===== src/rtl/ldd_chain_pkg.sv =====
// Package: shared widths, control word type and the status word builder
// for the cascadable serial control/status register.
// Assumes word bit k (numbered from 1) lives at vector index k-1.
package ldd_chain_pkg;
    localparam int ADDR_W  = 3;
    localparam int PWM_W   = 10;
    localparam int DIV_W   = 4;
    localparam int DAC_W   = 4;
    localparam int BANK_N  = 8;
    localparam int REV_W   = 3;
    localparam int WORD_W  = ADDR_W + 2*PWM_W + 1 + DIV_W + 2*DAC_W;
    localparam int STAT_USED = 2*BANK_N + 2 + REV_W;

    typedef enum logic [1:0] {
        PH_IDLE      = 2'd0,
        PH_WAIT_FALL = 2'd1,
        PH_WAIT_RISE = 2'd2,
        PH_DONE      = 2'd3
    } phase_t;

    // First member is the MSB, so a cast of the shift word gives the field map.
    typedef struct packed {
        logic [DAC_W-1:0]  dac_b;
        logic [DAC_W-1:0]  dac_a;
        logic [DIV_W-1:0]  div;
        logic              wdog_dis;
        logic [PWM_W-1:0]  pwm_b;
        logic [PWM_W-1:0]  pwm_a;
        logic [ADDR_W-1:0] addr;
    } ctrl_t;

    // Assemble the readback word: flags low, alternating filler high.
    function automatic logic [WORD_W-1:0] build_status(
        input logic [BANK_N-1:0] ok_a,
        input logic [BANK_N-1:0] ok_b,
        input logic              wdog_to,
        input logic              hot,
        input logic [REV_W-1:0]  rev
    );
        logic [WORD_W-1:0] w;
        w = '0;
        w[STAT_USED-1:0] = {rev, hot, wdog_to, ok_b, ok_a};
        for (int j = STAT_USED; j < WORD_W; j++) begin
            w[j] = ((WORD_W - 1 - j) % 2) == 1;
        end
        return w;
    endfunction
endpackage


===== src/rtl/ldd_sync.sv =====
// Module: multi-stage synchroniser for slow asynchronous serial pins.
// Assumes each input holds its level for several core clocks.
module ldd_sync #(
    parameter int WIDTH  = 3,
    parameter int STAGES = 2
) (
    input  logic             clk,
    input  logic             rst_n,
    input  logic [WIDTH-1:0] async_i,
    output logic [WIDTH-1:0] sync_o
);
    logic [WIDTH-1:0] stg [STAGES];

    genvar g;
    generate
        for (g = 0; g < STAGES; g++) begin : g_stage
            // Each stage retimes the previous stage by one core clock.
            always_ff @(posedge clk) begin
                if (!rst_n) stg[g] <= '0;
                else if (g == 0) stg[g] <= async_i;
                else stg[g] <= stg[(g == 0) ? 0 : g-1];
            end
        end
    endgenerate

    assign sync_o = stg[STAGES-1];
endmodule


===== src/rtl/ldd_shift_core.sv =====
// Module: 36-bit shifter with LOAD phase tracking. Shifts on rising
// shift-clock edges while LOAD is low. Under LOAD it issues one commit
// on the first falling edge and one status capture on the next rising edge.
// Assumes synchronised inputs whose edges are at least one clock apart.
module ldd_shift_core
    import ldd_chain_pkg::*;
(
    input  logic              clk,
    input  logic              rst_n,
    input  logic              sclk_s,
    input  logic              load_s,
    input  logic              ser_s,
    input  logic [WORD_W-1:0] status_i,
    output logic [WORD_W-1:0] sr_o,
    output logic              ser_o,
    output logic              commit_o,
    output logic              capture_o
);
    logic              sclk_q;
    logic              rise_ev, fall_ev, shift_en;
    logic [WORD_W-1:0] sr_q;
    phase_t            phase_q;
    logic [1:0]        commit_cnt_q;

    // Previous shift-clock level for edge detection.
    always_ff @(posedge clk) begin
        if (!rst_n) sclk_q <= 1'b0;
        else sclk_q <= sclk_s;
    end

    assign rise_ev = sclk_s & ~sclk_q;
    assign fall_ev = ~sclk_s & sclk_q;

    // Decode the actions allowed in the current phase.
    always_comb begin
        shift_en  = !load_s && rise_ev;
        commit_o  = load_s && fall_ev &&
                    (phase_q == PH_IDLE || phase_q == PH_WAIT_FALL);
        capture_o = load_s && rise_ev && (phase_q == PH_WAIT_RISE);
    end

    // Phase tracker for one LOAD-high interval.
    always_ff @(posedge clk) begin
        if (!rst_n) phase_q <= PH_IDLE;
        else if (!load_s) phase_q <= PH_IDLE;
        else if (commit_o) phase_q <= PH_WAIT_RISE;
        else if (capture_o) phase_q <= PH_DONE;
        else if (phase_q == PH_IDLE) phase_q <= PH_WAIT_FALL;
    end

    // Shift register: serial shift or status capture.
    always_ff @(posedge clk) begin
        if (!rst_n) sr_q <= '0;
        else if (shift_en) sr_q <= {sr_q[WORD_W-2:0], ser_s};
        else if (capture_o) sr_q <= status_i;
    end

    // Commits seen in the current LOAD-high interval (checking aid).
    always_ff @(posedge clk) begin
        if (!rst_n || !load_s) commit_cnt_q <= 2'd0;
        else if (commit_o && commit_cnt_q != 2'd3) commit_cnt_q <= commit_cnt_q + 2'd1;
    end

    assign sr_o  = sr_q;
    assign ser_o = sr_q[WORD_W-1];

    // under LOAD, rising edges before the capture do not move the word.
    assert_hold_in_load_R4: assert property (@(posedge clk) disable iff (!rst_n)
        (load_s && rise_ev && phase_q != PH_WAIT_RISE) |=> $stable(sr_q));

    // never more than one commit per LOAD-high interval.
    assert_single_commit_R9: assert property (@(posedge clk) disable iff (!rst_n)
        commit_cnt_q <= 2'd1);
endmodule


===== src/rtl/ldd_ctrl_regs.sv =====
// Module: parallel control registers, loaded only on a commit pulse.
// Assumes the word presented with the commit is the final shifted word.
module ldd_ctrl_regs
    import ldd_chain_pkg::*;
(
    input  logic              clk,
    input  logic              rst_n,
    input  logic              commit_i,
    input  logic [WORD_W-1:0] word_i,
    output ctrl_t             ctrl_o
);
    ctrl_t word_q;

    // Hold the committed word; reset gives all-off with the watchdog enabled.
    always_ff @(posedge clk) begin
        if (!rst_n) word_q <= '0;
        else if (commit_i) word_q <= ctrl_t'(word_i);
    end

    assign ctrl_o = word_q;

    // control outputs change only on a commit.
    assert_ctrl_hold_R5: assert property (@(posedge clk) disable iff (!rst_n)
        !commit_i |=> $stable(word_q));
endmodule


===== src/rtl/ldd_serial_ctrl.sv =====
// Module: top of the cascadable serial control/status register.
// Synchronises the serial pins, runs the shifter and phase tracker,
// and fans the committed word out as control fields.
// Assumes the serial pins are slow against clk (several clocks per level).
module ldd_serial_ctrl
    import ldd_chain_pkg::*;
#(
    parameter int SYNC_STAGES = 2
) (
    input  logic              clk,
    input  logic              rst_n,
    input  logic              shift_clk_i,
    input  logic              load_i,
    input  logic              ser_i,
    output logic              ser_o,
    input  logic [BANK_N-1:0] out_ok_a_i,
    input  logic [BANK_N-1:0] out_ok_b_i,
    input  logic              wdog_to_i,
    input  logic              hot_i,
    input  logic [REV_W-1:0]  mask_rev_i,
    output logic [ADDR_W-1:0] pwm_addr_o,
    output logic [PWM_W-1:0]  pwm_a_o,
    output logic [PWM_W-1:0]  pwm_b_o,
    output logic              wdog_dis_o,
    output logic [DIV_W-1:0]  divisor_o,
    output logic [DAC_W-1:0]  dac_a_o,
    output logic [DAC_W-1:0]  dac_b_o
);
    logic [2:0]        pins_s;
    logic [WORD_W-1:0] status_w, sr_w;
    logic              commit_w, capture_w;
    ctrl_t             ctrl_w;

    ldd_sync #(.WIDTH(3), .STAGES(SYNC_STAGES)) u_sync (
        .clk     (clk),
        .rst_n   (rst_n),
        .async_i ({shift_clk_i, load_i, ser_i}),
        .sync_o  (pins_s)
    );

    // Status word seen by the shifter at capture time.
    always_comb begin
        status_w = build_status(out_ok_a_i, out_ok_b_i, wdog_to_i, hot_i, mask_rev_i);
    end

    ldd_shift_core u_core (
        .clk       (clk),
        .rst_n     (rst_n),
        .sclk_s    (pins_s[2]),
        .load_s    (pins_s[1]),
        .ser_s     (pins_s[0]),
        .status_i  (status_w),
        .sr_o      (sr_w),
        .ser_o     (ser_o),
        .commit_o  (commit_w),
        .capture_o (capture_w)
    );

    ldd_ctrl_regs u_regs (
        .clk      (clk),
        .rst_n    (rst_n),
        .commit_i (commit_w),
        .word_i   (sr_w),
        .ctrl_o   (ctrl_w)
    );

    assign pwm_addr_o = ctrl_w.addr;
    assign pwm_a_o    = ctrl_w.pwm_a;
    assign pwm_b_o    = ctrl_w.pwm_b;
    assign wdog_dis_o = ctrl_w.wdog_dis;
    assign divisor_o  = ctrl_w.div;
    assign dac_a_o    = ctrl_w.dac_a;
    assign dac_b_o    = ctrl_w.dac_b;

    // after a commit the outputs carry the shifter fields.
    assert_commit_copy_R3: assert property (@(posedge clk) disable iff (!rst_n)
        commit_w |=> (pwm_addr_o == $past(sr_w[2:0]) && pwm_a_o == $past(sr_w[12:3])
                      && dac_b_o == $past(sr_w[35:32])));

    // the first bit out after a capture is the filler zero.
    assert_first_filler_R8: assert property (@(posedge clk) disable iff (!rst_n)
        capture_w |=> (ser_o == 1'b0));
endmodule


===== config.mk =====
export PLATFORM = sky130hd
export DESIGN_NAME = ldd_serial_ctrl
export DESIGN_NICKNAME = d
export VERILOG_FILES = /design/src/rtl/ldd_chain_pkg.sv /design/src/rtl/ldd_sync.sv /design/src/rtl/ldd_shift_core.sv /design/src/rtl/ldd_ctrl_regs.sv /design/src/rtl/ldd_serial_ctrl.sv
export SDC_FILE = /design/constraint.sdc
export NUM_CORES = 1
export LEC_CHECK = 0
export BUFFER_PORTS_ARGS = -buffer_cell sky130_fd_sc_hd__buf_4
export CAP_MARGIN = 20
export CORE_UTILIZATION = 49
export CTS_CLUSTER_SIZE = 10
export DETAILED_ROUTE_END_ITERATION = 6
export PLACE_DENSITY = 0.75
export SETUP_SLACK_MARGIN = 0.15
export SKIP_CTS_REPAIR_TIMING = 1
export SYNTH_ARGS = -nofsm -noshare
export SYNTH_HDL_FRONTEND = slang
export SYNTH_SLANG_ARGS = --single-unit

===== constraint.sdc =====
create_clock -name clk -period 1.26 [get_ports clk]
set_input_delay 0.378 -clock clk [delete_from_list [all_inputs] [get_ports clk]]
set_output_delay 0.378 -clock clk [all_outputs]
set_load 0.005 [all_outputs]

After elaboration in Yosys (flattened, before gate mapping)
Memory sizes are Yosys's and may differ from the RTL's.
Cells that the tools add are included.
{"block": "totals", "regBits": 75, "mem_bits_rw": 6, "in_bits": 26, "out_inout_bits": 37, "n_memories": 1}
{"block": "op_classes", "eq_ne": 2, "n_mux": 9, "n_bitwise": 8, "n_reduce_logical": 13}
{"name": "u_sync.stg", "words": 2, "width": 3, "rd": 2, "rd_ports_with_merged_regs": 0, "wr": 2, "line": "ldd_sync.sv:12", "text": "logic [WIDTH-1:0] stg [STAGES];"}
{"cell": "2-to-1 mux 36 bit", "count": 2}
{"cell": "2-to-1 mux 2 bit", "count": 3}
{"cell": "2-to-1 mux 3 bit", "count": 2}
{"cell": "logical AND 1 bit", "count": 5}
{"cell": "inverter 1 bit", "count": 4}
{"cell": "nonzero test 2 bit", "count": 2}
{"cell": "nonzero test 3 bit", "count": 1}
{"cell": "OR reduction 3 bit", "count": 1}
{"cell": "bitwise AND 1 bit", "count": 2}
{"cell": "equality test 2 x 1 -> 1 bit (second input constant)", "count": 1}
{"cell": "equality test 2 bit (second input constant)", "count": 1}
{"cell": "logical NOT 2 bit", "count": 1}
{"cell": "2-to-1 mux 1 bit", "count": 2}
{"cell": "bitwise OR 1 bit", "count": 2}
{"cell": "AND reduction 2 bit", "count": 1}
{"cell": "logical NOT 1 bit", "count": 1}
{"cell": "logical OR 1 bit", "count": 1}

Depth between registers and ports, before layout
{"block": "logic_depth", "ltp_word": 6, "mapped_depth": 6, "ltp_nobuf": 3}

Cells and area by module
Synthesis repeated with hierarchy kept, for this count alone.
{"block": "hier_totals", "cells_unflattened": 384, "area_unflattened_um2": 3829.9}
{"mod": "ldd_shift_core", "n_inst": 1, "cells_each": 255, "area_per_inst_um2": 2275.9}
{"mod": "ldd_ctrl_regs", "n_inst": 1, "cells_each": 115, "area_per_inst_um2": 1388.8}
{"mod": "ldd_sync", "n_inst": 1, "cells_each": 12, "area_per_inst_um2": 157.7}
{"mod": "ldd_serial_ctrl", "n_inst": 1, "cells_each": 2, "area_per_inst_um2": 7.5}

Worst setup path after synthesis
OpenSTA, ideal clock, no wires.
{"block": "synth_path", "path_type": "input to register", "from": "in rst_n", "to": "reg u_regs.word_q (netlist bit u_regs.ctrl_o[10])", "arrival_ps": 1185, "t_required_ps": 1125, "path_slack_ps": -60, "cell_stages": 5, "n_path_buf": 3, "cell_sequence": "buf_2 -> inv_1 -> buf_2 -> buf_1 -> a21oi_1"}
{"item": "from (decl)", "line": "ldd_serial_ctrl.sv:11", "text": "input logic rst_n,"}
{"item": "to (signal assigned)", "line": "ldd_ctrl_regs.sv:17", "text": "else if (commit_i) word_q <= ctrl_t'(word_i);"}
{"item": "to (decl)", "line": "ldd_ctrl_regs.sv:12", "text": "ctrl_t word_q;"}
No word-level cell between the ends.

==> reports/metrics.yaml <==
outcome: "complete, but fails checks"
failed_checks: "DRC, setup timing"
place_congestion: 0.801
critical_path_peak_fanout: 12
die_area_um2: 7110
dpl.cell_count: 494
synth-seq-cells: 81
routed_wire_length_per_instance_um: 15.9
synth_area_per_cell_um2: 9.18
min_delay_path_depth: 2
slowest_delay_ns: 0.37
hold-path-endpoint: "u_sync.stg[0][0]$_SDFF_PN0_"
netlist_top_cells_count: "sky130_fd_sc_hd__dfxtp_1 (81), sky130_fd_sc_hd__nand2_1 (73), sky130_fd_sc_hd__a21oi_1 (27)"
final_layout_size_suffix_gt1_frac: 0.457
maxClockFrequency_ghz: 0.745
die_h_um: 84.3
yosys-top-cells-area: "sky130_fd_sc_hd__dfxtp_1 (49%), sky130_fd_sc_hd__nand2_1 (8.2%), sky130_fd_sc_hd__o2111a_1 (7.1%)"
hold_start: "ser_i"
drt-initial-drc-count: 151
io_pins: 63
cp_data_required_time_ns: 1.55
p_total_mw: 4.71
finalWorstSetupSlack_ns: -0.0829
final_routed_wirelength_um: 8340
r2r_start: "u_sync.stg[1][1]$_SDFF_PN0_"
cts.sinks: 81
r2r_cells: 5
via_count_of_the_first_global_routing_pass: 2494
timing.slew.headroom: 0.774
synth_top_area_share: 0.488
regArea_um2: 1670
drcViolationCount: 4
vias_per_cell: 5.49
ir_worst_vdd_v: 0.000670
preCtsSetupSlack_ns: -0.176
buffer_ports.inserted: 62
htreeDepth: 3
skew_ns: 0.0107
worstSetupStartpointType: "register"
post_synth_instance_area_um2: 3320
timing.final.crit_share: 1.07
fin_worst_hold_slack_ns: 0.234
leakage_power_total_nw: 1.83
timing.final.crit_period_ns: 1.34
tritoncts: "built"
globalRoute.totalOverflow: 0
worst-path-buf-inv: 2
cp_cell_sequence: "buf_6 > and4bb_4 > clkbuf_16 > nand2_1 > a21oi_2"
area_delta_synth_final_pct: 41.2
synthesis.nets: 388
start_util: 0.514
die_x_um: 84.3
maximum_number_of_pins_on_one_net_before_global_route_repair: 27
multi_input_area_um2: 1660
clkSlewWorstSetupHoldPaths_ns: 0.08
number_of_antenna_violations_at_the_first_check_in_global_routing: 0
synth_largest_area_cell: "sky130_fd_sc_hd__dfxtp_1"
drt_pre_antenna_iters: 7
route.antenna.remaining_nets: 0
drv.max_cap_violation_count: 0
unrepaired_setup_endpoints_after_global_routing: "yes"
synth_sequential_area_ratio: 0.488
setup_total_negative_slack_ns: -1.94
crit_arrival_ns: 1.63
cts_inserted_buffers: 9
grt_usage: 0.211
grt_pass1_wl_um: 11800
clock_latency_ns: 0.36
power-per-cell-area_nw_per_um2: 1000
clock_tree.buffer_depth: 2
crit_path_top_delay_cell: "sky130_fd_sc_hd__dfxtp_2"
core_region_area_um2: 6460
layout.cells.non_filler: 523
finalHoldViolations: 0
fill_cells: 449
holdCritPathClass: "input port to register"
antenna-diode-count: 0
synth_most_common_cell: "sky130_fd_sc_hd__dfxtp_1"
slew_violations: 0
tightest_slew_ns: 0.339
synth_flop_cell: "sky130_fd_sc_hd__dfxtp_1"
hpwl_um: 4910
fin_nets: 467
r2r_setup_slack_ns: -0.08
row_count: 29
cpLargestDelayFamily: "simple AND/OR/NAND/NOR gates"
yosysUniqueCellTypes: 27
root_buffer_cell: "sky130_fd_sc_hd__clkbuf_8"
post_synth_inst_count: 362
endpoint_of_the_worst_register_to_register_path: "u_regs.ctrl_o[13]$_SDFFE_PN0P_"
setup-violations-final: 64
vias: 2872
path_class: "register to register"
critical_path_end_type: "register"
synth-edff-count: 0
ys_warn_count: 0
synth-async-reset-ratio: 0
[per-stage QoR]
step	util	instance area, um2
after global placement	0.612	3950
final	0.726	4690
after floorplan	-	3410
after detailed placement	0.612	3950
after CTS	0.639	4130
after global routing	0.726	4690
[final cells by class]
class                   count  share of cell area
well taps                  77              0.0205
clock buffers              11              0.0301
repair buffers             96               0.213
inverters                  23              0.0184
multi-input cells         230               0.353
clock inverters             5             0.00800
flip-flops and latches     81               0.357
[worst max path at each step]
stage                                startpoint                             end  slack (ns)  depth (start not counted)
global placement    u_sync.stg[1][2]$_SDFF_PN0_     u_core.sr_o[8]$_SDFFE_PN0P_       -0.09                          4
global route        u_sync.stg[1][2]$_SDFF_PN0_    u_core.sr_o[34]$_SDFFE_PN0P_       -0.13                          4
CTS                 u_sync.stg[1][2]$_SDFF_PN0_    u_core.sr_o[10]$_SDFFE_PN0P_       -0.19                          4
detailed placement  u_sync.stg[1][2]$_SDFF_PN0_    u_core.sr_o[10]$_SDFFE_PN0P_       -0.18                          4
finish              u_sync.stg[1][1]$_SDFF_PN0_  u_regs.ctrl_o[13]$_SDFFE_PN0P_       -0.08                          5
floorplan           u_sync.stg[1][2]$_SDFF_PN0_    u_core.sr_o[10]$_SDFFE_PN0P_        0.08                          5
[cell families after synthesis]
| logic type | after synthesis | share of synthesized area |
|---|---|---|
| compound gates | 76 | 0.194 |
| flops | 81 | 0.488 |
| buf+inv | 52 | 0.0757 |
| simple gates | 132 | 0.179 |
| mux | 21 | 0.0633 |
[report_power, final]
part           internal, mW  switching (mW)
registers              2.58          0.0284
logic                 0.178           0.172
clock network         0.781           0.962
[metal layers]
metal	up-vias	share of wire	global-route usage
met1	1364	0.44	0.275
met5	-	0	0
li1	1397	-	-
met4	0	0.023	0.0940
met2	92	0.49	0.347
met3	19	0.050	0.0334
[placed cells by master (no fill, tap or decap), drive strengths merged]
cell type	instances
o221a	7
nand4bb	1
nor2	23
nand2b	2
nand2	73
o22ai	2
clkbuf	16
inv	25
a22o	8
and4bb	1
or3b	1
clkinvlp	2
nand3	23
a21boi	1
a21oi	37
nor2b	2
clkinv	1
and2	7
mux2i	21
o2111a	21
buf	91
dfxtp	81
[registers in the layout, summed over array words and instances, names as in the netlist]
signal          flops
u_sync.stg          6
u_core.phase_q      2
u_regs.ctrl_o      36
u_core.sclk_q       1
u_core.sr_o        36
Note: power is estimated with default switching activity, not from simulation.
